===== config.mk =====
export PLATFORM = sky130hd
export DESIGN_NAME = cell_bal_ctrl
export DESIGN_NICKNAME = d
export VERILOG_FILES = /design/src/rtl/cb_pkg.sv /design/src/rtl/cb_down_timer.sv /design/src/rtl/cb_temp_lock.sv /design/src/rtl/cb_chan.sv /design/src/rtl/cell_bal_ctrl.sv
export SDC_FILE = /design/constraint.sdc
export NUM_CORES = 2
export LEC_CHECK = 0
export BUFFER_PORTS_ARGS = -buffer_cell sky130_fd_sc_hd__buf_2
export CAP_MARGIN = 20
export CORE_UTILIZATION = 40
export CTS_CLUSTER_DIAMETER = 80
export DETAILED_ROUTE_END_ITERATION = 6
export GPL_TIMING_DRIVEN = 0
export PLACE_DENSITY = 0.64
export SYNTH_ARGS = -nofsm -noshare
export SYNTH_HDL_FRONTEND = slang
export SYNTH_SLANG_ARGS = --single-unit

===== constraint.sdc =====
create_clock -name clk_i -period 3.48 [get_ports clk_i]
set_input_delay 0.174 -clock clk_i [delete_from_list [all_inputs] [get_ports clk_i]]
set_output_delay 0.174 -clock clk_i [all_outputs]
set_load 0.05 [all_outputs]

===== src/rtl/cb_pkg.sv =====
package cb_pkg;
  typedef enum logic [2:0] {
    RS_ON  = 3'd0,
    RS_OFF = 3'd1,
    RS_GUV = 3'd2,
    RS_GTO = 3'd3,
    RS_HOT = 3'd4,
    RS_PRE = 3'd5,
    RS_CUV = 3'd6,
    RS_CTO = 3'd7
  } reason_e;

  typedef enum logic [3:0] {
    SEL_EN   = 4'd0,
    SEL_GTO  = 4'd1,
    SEL_PRE  = 4'd2,
    SEL_MASK = 4'd3,
    SEL_CTMR = 4'd4,
    SEL_CUV  = 4'd5,
    SEL_GUV  = 4'd6,
    SEL_DUTY = 4'd7,
    SEL_THI  = 4'd8,
    SEL_TLO  = 4'd9
  } cfg_sel_e;
endpackage


===== src/rtl/cb_down_timer.sv =====
module cb_down_timer #(
  parameter int W = 16
) (
  input  logic         clk_i,
  input  logic         rst_ni,
  input  logic         load_i,
  input  logic [W-1:0] load_val_i,
  input  logic         dec_i,
  output logic [W-1:0] cnt_o,
  output logic         zero_o
);
  always_ff @(posedge clk_i or negedge rst_ni) begin
    if (!rst_ni)                cnt_o <= '0;
    else if (load_i)            cnt_o <= load_val_i;
    else if (dec_i && !zero_o)  cnt_o <= cnt_o - 1'b1;
  end

  assign zero_o = (cnt_o == '0);
endmodule


===== src/rtl/cb_temp_lock.sv =====
module cb_temp_lock #(
  parameter int W = 12
) (
  input  logic         clk_i,
  input  logic         rst_ni,
  input  logic [W-1:0] temp_i,
  input  logic [W-1:0] hi_i,
  input  logic [W-1:0] lo_i,
  output logic         hot_o
);
  always_ff @(posedge clk_i or negedge rst_ni) begin
    if (!rst_ni)             hot_o <= 1'b0;
    else if (temp_i >= hi_i) hot_o <= 1'b1;
    else if (temp_i <= lo_i) hot_o <= 1'b0;
  end
endmodule


===== src/rtl/cb_chan.sv =====
module cb_chan
  import cb_pkg::*;
#(
  parameter int DW   = 16,
  parameter int TW   = 16,
  parameter int VW   = 16,
  parameter int PWMW = 3
) (
  input  logic            clk_i,
  input  logic            rst_ni,
  input  logic            tick_i,
  input  logic            arm_i,
  input  logic            clr_i,
  input  logic            ld_tmr_i,
  input  logic            ld_thr_i,
  input  logic            ld_duty_i,
  input  logic [DW-1:0]   data_i,
  input  logic [VW-1:0]   v_i,
  input  logic            v_upd_i,
  input  logic            ch_en_i,
  input  reason_e         gate_i,
  input  logic [PWMW-1:0] pwm_cnt_i,
  output logic            bal_o,
  output reason_e         code_o
);
  logic [TW-1:0]   tmr_cnt;
  logic            tmr_zero;
  logic [VW-1:0]   thr_q;
  logic [PWMW-1:0] duty_q;
  logic            uv_q;

  cb_down_timer #(.W(TW)) i_tmr (
    .clk_i      (clk_i),
    .rst_ni     (rst_ni),
    .load_i     (ld_tmr_i),
    .load_val_i (data_i[TW-1:0]),
    .dec_i      (tick_i && (code_o == RS_ON)),
    .cnt_o      (tmr_cnt),
    .zero_o     (tmr_zero)
  );

  always_ff @(posedge clk_i or negedge rst_ni) begin
    if (!rst_ni) begin
      thr_q  <= '0;
      duty_q <= '1;
      uv_q   <= 1'b0;
    end else begin
      if (ld_thr_i)  thr_q  <= data_i[VW-1:0];
      if (ld_duty_i) duty_q <= data_i[PWMW-1:0];
      // clear by enable write wins over a same-cycle detection
      if (clr_i)                                 uv_q <= 1'b0;
      else if (arm_i && v_upd_i && v_i <= thr_q) uv_q <= 1'b1;
    end
  end

  always_comb begin
    if (!ch_en_i)            code_o = RS_OFF;
    else if (gate_i != RS_ON) code_o = gate_i;
    else if (uv_q)           code_o = RS_CUV;
    else if (tmr_zero)       code_o = RS_CTO;
    else                     code_o = RS_ON;
  end

  assign bal_o = (code_o == RS_ON) && (pwm_cnt_i <= duty_q);
endmodule


===== src/rtl/cell_bal_ctrl.sv =====
module cell_bal_ctrl
  import cb_pkg::*;
#(
  parameter int NCH   = 14,
  parameter int DW    = 16,
  parameter int TW    = 16,
  parameter int VW    = 16,
  parameter int TEMPW = 12,
  parameter int PWMW  = 3,
  localparam int CHW  = (NCH > 1) ? $clog2(NCH) : 1
) (
  input  logic             clk_i,
  input  logic             rst_ni,
  input  logic             tick_i,
  input  logic             cfg_we_i,
  input  logic [3:0]       cfg_sel_i,
  input  logic [CHW-1:0]   cfg_ch_i,
  input  logic [DW-1:0]    cfg_data_i,
  input  logic [NCH*VW-1:0] cell_v_i,
  input  logic             cell_upd_i,
  input  logic [TEMPW-1:0] temp_i,
  output logic [NCH-1:0]   bal_o,
  output logic [3*NCH-1:0] reason_o
);
  cfg_sel_e         sel;
  logic             wr_en, ld_gto, ld_pre;
  logic             en_q, glob_uv_q, hot;
  logic [NCH-1:0]   mask_q;
  logic [VW-1:0]    guv_thr_q;
  logic [TEMPW-1:0] t_hi_q, t_lo_q;
  logic [PWMW-1:0]  pwm_cnt_q;
  logic [TW-1:0]    gto_cnt, pre_cnt;
  logic             gto_zero, pre_zero, any_low;
  reason_e          gate;

  assign sel    = cfg_sel_e'(cfg_sel_i);
  assign wr_en  = cfg_we_i && (sel == SEL_EN);
  assign ld_gto = cfg_we_i && (sel == SEL_GTO);
  assign ld_pre = cfg_we_i && (sel == SEL_PRE);

  always_comb begin
    any_low = 1'b0;
    for (int i = 0; i < NCH; i++)
      if (cell_v_i[i*VW +: VW] <= guv_thr_q) any_low = 1'b1;
  end

  always_ff @(posedge clk_i or negedge rst_ni) begin
    if (!rst_ni) begin
      en_q      <= 1'b0;
      glob_uv_q <= 1'b0;
      mask_q    <= '0;
      guv_thr_q <= '0;
      t_hi_q    <= '1;
      t_lo_q    <= '0;
      pwm_cnt_q <= '0;
    end else begin
      if (wr_en) en_q <= cfg_data_i[0];
      if (cfg_we_i && sel == SEL_MASK) mask_q    <= cfg_data_i[NCH-1:0];
      if (cfg_we_i && sel == SEL_GUV)  guv_thr_q <= cfg_data_i[VW-1:0];
      if (cfg_we_i && sel == SEL_THI)  t_hi_q    <= cfg_data_i[TEMPW-1:0];
      if (cfg_we_i && sel == SEL_TLO)  t_lo_q    <= cfg_data_i[TEMPW-1:0];
      if (wr_en)                               glob_uv_q <= 1'b0;
      else if (en_q && cell_upd_i && any_low)  glob_uv_q <= 1'b1;
      if (tick_i) pwm_cnt_q <= pwm_cnt_q + 1'b1;
    end
  end

  cb_down_timer #(.W(TW)) i_gto (
    .clk_i      (clk_i),
    .rst_ni     (rst_ni),
    .load_i     (ld_gto),
    .load_val_i (cfg_data_i[TW-1:0]),
    .dec_i      (tick_i && en_q && pre_zero),
    .cnt_o      (gto_cnt),
    .zero_o     (gto_zero)
  );

  cb_down_timer #(.W(TW)) i_pre (
    .clk_i      (clk_i),
    .rst_ni     (rst_ni),
    .load_i     (ld_pre),
    .load_val_i (cfg_data_i[TW-1:0]),
    .dec_i      (tick_i && en_q),
    .cnt_o      (pre_cnt),
    .zero_o     (pre_zero)
  );

  cb_temp_lock #(.W(TEMPW)) i_temp (
    .clk_i  (clk_i),
    .rst_ni (rst_ni),
    .temp_i (temp_i),
    .hi_i   (t_hi_q),
    .lo_i   (t_lo_q),
    .hot_o  (hot)
  );

  always_comb begin
    if (!en_q)          gate = RS_OFF;
    else if (glob_uv_q) gate = RS_GUV;
    else if (gto_zero)  gate = RS_GTO;
    else if (hot)       gate = RS_HOT;
    else if (!pre_zero) gate = RS_PRE;
    else                gate = RS_ON;
  end

  for (genvar g = 0; g < NCH; g++) begin : g_ch
    reason_e code;
    logic    ld_sel;
    assign ld_sel = cfg_we_i && (cfg_ch_i == CHW'(g));

    cb_chan #(.DW(DW), .TW(TW), .VW(VW), .PWMW(PWMW)) i_chan (
      .clk_i     (clk_i),
      .rst_ni    (rst_ni),
      .tick_i    (tick_i),
      .arm_i     (en_q),
      .clr_i     (wr_en),
      .ld_tmr_i  (ld_sel && sel == SEL_CTMR),
      .ld_thr_i  (ld_sel && sel == SEL_CUV),
      .ld_duty_i (ld_sel && sel == SEL_DUTY),
      .data_i    (cfg_data_i),
      .v_i       (cell_v_i[g*VW +: VW]),
      .v_upd_i   (cell_upd_i),
      .ch_en_i   (mask_q[g]),
      .gate_i    (gate),
      .pwm_cnt_i (pwm_cnt_q),
      .bal_o     (bal_o[g]),
      .code_o    (code)
    );
    assign reason_o[3*g +: 3] = code;
  end
endmodule


Yosys cells after proc, flatten, opt, wreduce, memory -nomap -nowiden --
Index checks and enable logic that the tools add are counted.
Word-level totals: register bits after elaboration 596, bits in latches 0, bits in writable memories 0, bits in read-only memories 0, input port bits 265, output and inout port bits 56, word-level logic and storage cells 494, memories kept 0
Operators by class: add/subtract/negate cells 17, $mul 0, div/mod/pow operators 0, magnitude comparators 44, eq/ne operators 22, shift-type cells 0, multiplexer cells 139, bitwise logic cells 0, reduce and logical (&&, ||, !) cells 206
Operator list (number):
- 16-bit 2-to-1 mux | 32
- 16-bit <= comparator | 28
- 16-bit zero test | 16
- 16-bit by 1-bit subtractor with 16-bit output, second input constant | 16
- 3-bit 2-to-1 mux | 61
- 1-bit logical AND | 125
- 2-bit nonzero test | 32
- 1-bit 2-to-1 mux | 46
- 3-bit <= comparator | 14
- 3-bit zero test | 14
- 4-bit by 3-bit equality test with 1-bit output, second input constant | 8
- 4-bit equality test, second input constant | 8
- 4-bit by 2-bit equality test with 1-bit output, second input constant | 4
- 1-bit zero test | 16
- 12-bit greater-or-equal comparator | 1
- 12-bit <= comparator | 1
- 4-bit by 1-bit equality test with 1-bit output, second input constant | 2
- 4-bit zero test | 2
- 3-bit by 1-bit adder with 3-bit output, second input constant | 1
- 3-bit nonzero test | 1

Logic depth before layout (Yosys ltp) --
depth in word-level cells 18, depth in mapped cells 12, gate-level depth less buffers 10

Modules after synthesis --
Synthesis repeated with hierarchy kept, for this count alone.
Unflattened totals: cells, all modules 4924, area, all modules 42505.8 um^2
Modules (own cells, without submodules):
- cb_chan | times used 14, cells an instance 145, area each 1261.2 um^2, seq. area each 504.2 um^2
- cb_down_timer | times used 16, cells an instance 124, area each 1046.0 um^2, seq. area each 400.4 um^2
- cell_bal_ctrl | times used 1, cells an instance 829, area each 7488.4 um^2, seq. area each 1491.4 um^2
- cb_temp_lock | times used 1, cells an instance 81, area each 624.3 um^2, seq. area each 25.0 um^2

Least setup slack after synthesis --
Ideal clock, no wire load.
path type reg-to-output, start reg i_pre.cnt_o[0], end out reason_o[12], arrival time 3658 ps, required time 3306 ps, path slack -352 ps, stages on the path, launching flop included 9, path buffers 1, cells stage by stage dfrtp_1 inv_1 ha_1 nor4b_2 nand4_4 nor2_1 nand2_1 clkbuf_1 o311ai_0
Between the ends: word-level cells in the longest chain between the ends 9
RTL lines:
- from (decl) | RTL line cb_down_timer.sv:9 | output logic [W-1:0] cnt_o,
- from (signal assigned) | RTL line cb_down_timer.sv:14 | else if (load_i) cnt_o <= load_val_i;
- from (signal assigned) | RTL line cb_down_timer.sv:15 | else if (dec_i && !zero_o) cnt_o <= cnt_o - 1'b1;
- 16-bit zero test * | RTL line cb_down_timer.sv:18 | assign zero_o = (cnt_o == '0);
- 3-bit 2-to-1 mux * | RTL line cell_bal_ctrl.sv:102 | else if (!pre_zero) gate = RS_PRE;
- 3-bit 2-to-1 mux * | RTL line cell_bal_ctrl.sv:101 | else if (hot) gate = RS_HOT;
- 3-bit 2-to-1 mux * | RTL line cell_bal_ctrl.sv:100 | else if (gto_zero) gate = RS_GTO;
- 3-bit 2-to-1 mux * | RTL line cell_bal_ctrl.sv:99 | else if (glob_uv_q) gate = RS_GUV;
- 3-bit 2-to-1 mux * | RTL line cell_bal_ctrl.sv:98 | if (!en_q) gate = RS_OFF;
- 3-bit nonzero test | RTL line cb_chan.sv:58 | else if (gate_i != RS_ON) code_o = gate_i;
- 3-bit 2-to-1 mux * | RTL line cb_chan.sv:58
- 3-bit 2-to-1 mux * | RTL line cb_chan.sv:57 | if (!ch_en_i) code_o = RS_OFF;
- to (decl) | RTL line cell_bal_ctrl.sv:23 | output logic [3*NCH-1:0] reason_o
Every way passes the cells marked *; elsewhere a longest branch is shown, timed or not.

Worst setup path in the final report --
start reg i_gto.cnt_o[2], end out bal_o[11]
Between the ends: word-level cells in the longest chain between the ends 9
RTL lines:
- from (decl) | RTL line cb_down_timer.sv:9
- from (signal assigned) | RTL line cb_down_timer.sv:14
- from (signal assigned) | RTL line cb_down_timer.sv:15
- 16-bit zero test * | RTL line cb_down_timer.sv:18
- 3-bit 2-to-1 mux * | RTL line cell_bal_ctrl.sv:100
- 3-bit 2-to-1 mux * | RTL line cell_bal_ctrl.sv:99
- 3-bit 2-to-1 mux * | RTL line cell_bal_ctrl.sv:98
- 3-bit nonzero test | RTL line cb_chan.sv:58
- 3-bit 2-to-1 mux * | RTL line cb_chan.sv:58
- 3-bit 2-to-1 mux * | RTL line cb_chan.sv:57
- 3-bit zero test * | RTL line cb_chan.sv:64 | assign bal_o = (code_o == RS_ON) && (pwm_cnt_i <= duty_q);
- 1-bit logical AND * | RTL line cb_chan.sv:64
- to (decl) | RTL line cell_bal_ctrl.sv:22 | output logic [NCH-1:0] bal_o,
Marks and branches as above.

==> impl_metrics.json <==
{
  "die_area_sq_mm": 0.101,
  "worst-endpoint-required_ps": 3310,
  "yosysTopAreaCell": "dfrtp_1",
  "crit_type": "reg2out",
  "synth-edff-count": 0,
  "syn_inst": 4373,
  "finalSetupViolCount": 1,
  "row_count": 115,
  "cts_root_buf": "clkbuf_16",
  "critPathLaunchType": "register",
  "worst_slew_pin_slew_ps": 1300,
  "drt-vias-per-instance": 5.73,
  "crit_path_max_fanout": 5,
  "area_delta_synth_final_pct": 20.0,
  "ioPinCount": 321,
  "yosys_warnings": 0,
  "postRouteAntennaNets": 0,
  "seqCellArea_sq_mm": 0.0150,
  "h-tree-depth": 3,
  "slew_headroom_pct": 12.9,
  "fp.dieH_um": 317,
  "track_usage_pct": 28.6,
  "worst_setup_path_end_kind": "output port",
  "synth_area_sq_mm": 0.0397,
  "ir_worst_vdd_v": 0.000375,
  "p_leak_nw": 22.1,
  "yosys.area.top_type_share_pct": 34.2,
  "vias": 35500,
  "synth-main-ff-cell": "dfrtp_1",
  "timing.hold.ws_ps": 37.9,
  "clock_latency_ps": 620,
  "totalWireLength_um": 145000,
  "netlist_top_cells_area": "dfrtp_1 34%, ha_1 17%, mux2_2 5.0%",
  "numCtsBuffers": 71,
  "finalHoldViolCount": 0,
  "final_nets": 5654,
  "ys_seq_area_share_pct": 37.7,
  "synthArstFlopShare_pct": 100,
  "drive_above_1_share_pct": 18.1,
  "routabilityCongestion": 0.936,
  "port-buffer-count": 302,
  "setup_ws_ps": -1.41,
  "clock_skew_ps": 24.2,
  "floorplan.initialDensity_pct": 40.3,
  "core_area_sq_mm": 0.0984,
  "syn_nets": 5169,
  "drt-initial-drc-count": 3105,
  "met2_usage_pct": 45.0,
  "max_freq_ghz": 0.287,
  "cts_tree": "built",
  "gr-usage-met1_pct": 37.9,
  "grt_pass1_wl_um": 214000,
  "syn_avg_cell_area_sq_um": 9.08,
  "nFillCells": 9210,
  "fin_crit_sh_pct": 100,
  "die-width_um": 317,
  "power.density_mw_per_mm2": 495,
  "drv_cap": 0,
  "dp_hpwl_um": 109000,
  "top_usage_layer": "met2",
  "drc_errors": 0,
  "numClockSinks": 596,
  "violations": "negative setup slack",
  "wl_per_cell_um": 23.4,
  "antenna_found_initial": 10,
  "overflow": 0,
  "hold_path.class": "in2reg",
  "multi_input_area_sq_mm": 0.0232,
  "clk_path_buf_depth": 3,
  "rsz0062_at_grt": "true",
  "cp.arrival_ps": 3310,
  "fin_util_pct": 48.4,
  "synth.distinct_cells": 76,
  "slew_violations": 0,
  "drt_first_pass_iters": 5,
  "grt_pass1_vias": 34300,
  "clkTransAtPathRegs_ps": 60,
  "grt_max_degree": 121,
  "grt_util_met3_pct": 5.10,
  "min_period_ps": 3480,
  "outcome": "complete, but fails checks",
  "ys_ff_latch": 596
}
[metrics by stage]
stage                     setup TNS [ps]  setup WS, ps  total power [W]  cells  instance area, sq um
final                              -1.41         -1.41           0.0236   6207                 47700
after global routing                -382         -73.6           0.0247   6203                 47700
after CTS                          -15.7         -11.3           0.0233   6167                 47100
after detailed placement          -56270         -1200           0.0150   6000                 43600
after global placement          -6114620        -10650           0.0145   5962                 42800
after floorplan                    -2950          -352           0.0123   4373                 39700
[critical path, cell delays in order, from the launching register on]
cell and delay [ps]:
dfrtp_2 430, or4_4 570, or4_4 630, nand2_4 110, or3_4 140, or4_4 120
nand3_4 100, a211oi_4 360, buf_6 210
[flip-flops by register name, summed over array words and instances (netlist names), 3 cells and up]
name / cells
g_ch.i_chan.duty_q: 42
guv_thr_q: 16
t_lo_q: 12
mask_q: 14
t_hi_q: 12
g_ch.i_chan.uv_q: 14
g_ch.i_chan.i_tmr.cnt_o: 224
pwm_cnt_q: 3
i_pre.cnt_o: 16
g_ch.i_chan.thr_q: 224
i_gto.cnt_o: 16
[cell families after synthesis]
group / count (synthesis) / share of synthesized area, %
AND/OR/NAND/NOR: 1385 / 17.0
multiplexers: 179 / 5.07
AO/OA/AOI/OAI: 907 / 13.0
buffers and inverters: 541 / 5.25
flip-flops: 596 / 37.7
adder cells (fa/ha/maj): 531 / 16.7
XOR/XNOR: 234 / 5.16
[cell type report]
| type | instances | area share [%] |
|---|---|---|
| Tap cell | 1287 | 3.38 |
| Antenna cell | 9 | 0.0473 |
| Buffer | 188 | 1.80 |
| Inverter | 350 | 2.84 |
| Multi-Input combinational cell | 3236 | 48.7 |
| Timing Repair Buffer | 415 | 6.65 |
| Sequential cell | 596 | 31.4 |
| Clock buffer | 105 | 4.55 |
| Clock inverter | 21 | 0.620 |
[path summary, 6_finish.rpt]
kind	start	to	slack [ps]	depth (start not counted)
max	i_gto.cnt_o[2]	bal_o[11]	-1	8
min	cell_v_i[159]	g_ch[9].i_chan.uv_q	40	5
max reg2reg	guv_thr_q[14]	glob_uv_q	90	11
min reg2reg	t_lo_q[1]	t_lo_q[1]	480	2
max in group asynchronous	rst_ni	guv_thr_q[0]	1680	4
min in group asynchronous	rst_ni	g_ch[5].i_chan.i_tmr.cnt_o[7]	150	2
[cells in the final DEF (no fill, tap or decap), types with 61 or more instances in the layout]
master     Yosys  layout
a21oi_1      324     314
buf_2          2     260
buf_4         14      88
clkbuf_1     166     169
clkbuf_16      0      78
dfrtp_1      542     539
ha_1         531     529
inv_1        350     337
mux2_2       176     176
nand2_1      427     420
nand3_1       86      80
nand4_1      101     101
nor2_1       353     349
nor2b_1       61      61
nor3_1        88      84
nor4_1        79      68
o21ai_0      319     318
xnor2_1      173     173
xor2_1        61      61
[metal layers]
layer	vias to the layer above	share of wire, %
met2	1500	45
li1	16400	-
met1	17300	41
met5	-	0.0090
met4	2	5.0
met3	340	8.8
[power by group]
| part | switching [W] | internal (W) | leakage (nW) |
|---|---|---|---|
| clock | 0.00308 | 0.00483 | 1.22 |
| combinational | 0.00424 | 0.00290 | 13.6 |
| sequential | 0.000848 | 0.00769 | 7.22 |
[synth_stat cells (6+ instances only)]
| master | n |
|---|---|
| xor2_1 | 61 |
| a31oi_1 | 16 |
| buf_1 | 9 |
| o311ai_0 | 12 |
| clkbuf_1 | 166 |
| xnor2_1 | 173 |
| o21a_1 | 41 |
| o211ai_1 | 16 |
| nand2b_1 | 25 |
| nor3b_1 | 7 |
| a21o_1 | 56 |
| or2_2 | 11 |
| or3_1 | 25 |
| ha_1 | 531 |
| o21ai_0 | 319 |
| inv_1 | 350 |
| nor4_1 | 79 |
| nor3_1 | 88 |
| nand2_1 | 427 |
| and2_1 | 6 |
| a21oi_1 | 324 |
| o31ai_1 | 7 |
| o21ai_1 | 35 |
| buf_4 | 14 |
| and3_1 | 24 |
| or4_1 | 39 |
| a2111oi_0 | 13 |
| mux2_2 | 176 |
| a211oi_1 | 22 |
| nor2_1 | 353 |
| and4_1 | 9 |
| nor2b_1 | 61 |
| nand3b_1 | 9 |
| nand4_1 | 101 |
| dfstp_2 | 54 |
| dfrtp_1 | 542 |
| nand3_1 | 86 |
[what timing repair did]
| action | in CTS | in global routing |
|---|---|---|
| gates cloned | 3 | 0 |
| setup buffers | 31 | 29 |
| setup endpoints to repair | 163 | 73 |
| pin swaps | 21 | 22 |
| endpoints found under the hold margin | 78 | 0 |
| hold buffers | 10 | 0 |
| gates resized for setup | 147 | 89 |
No activity file was read; power rests on OpenSTA's default activity.
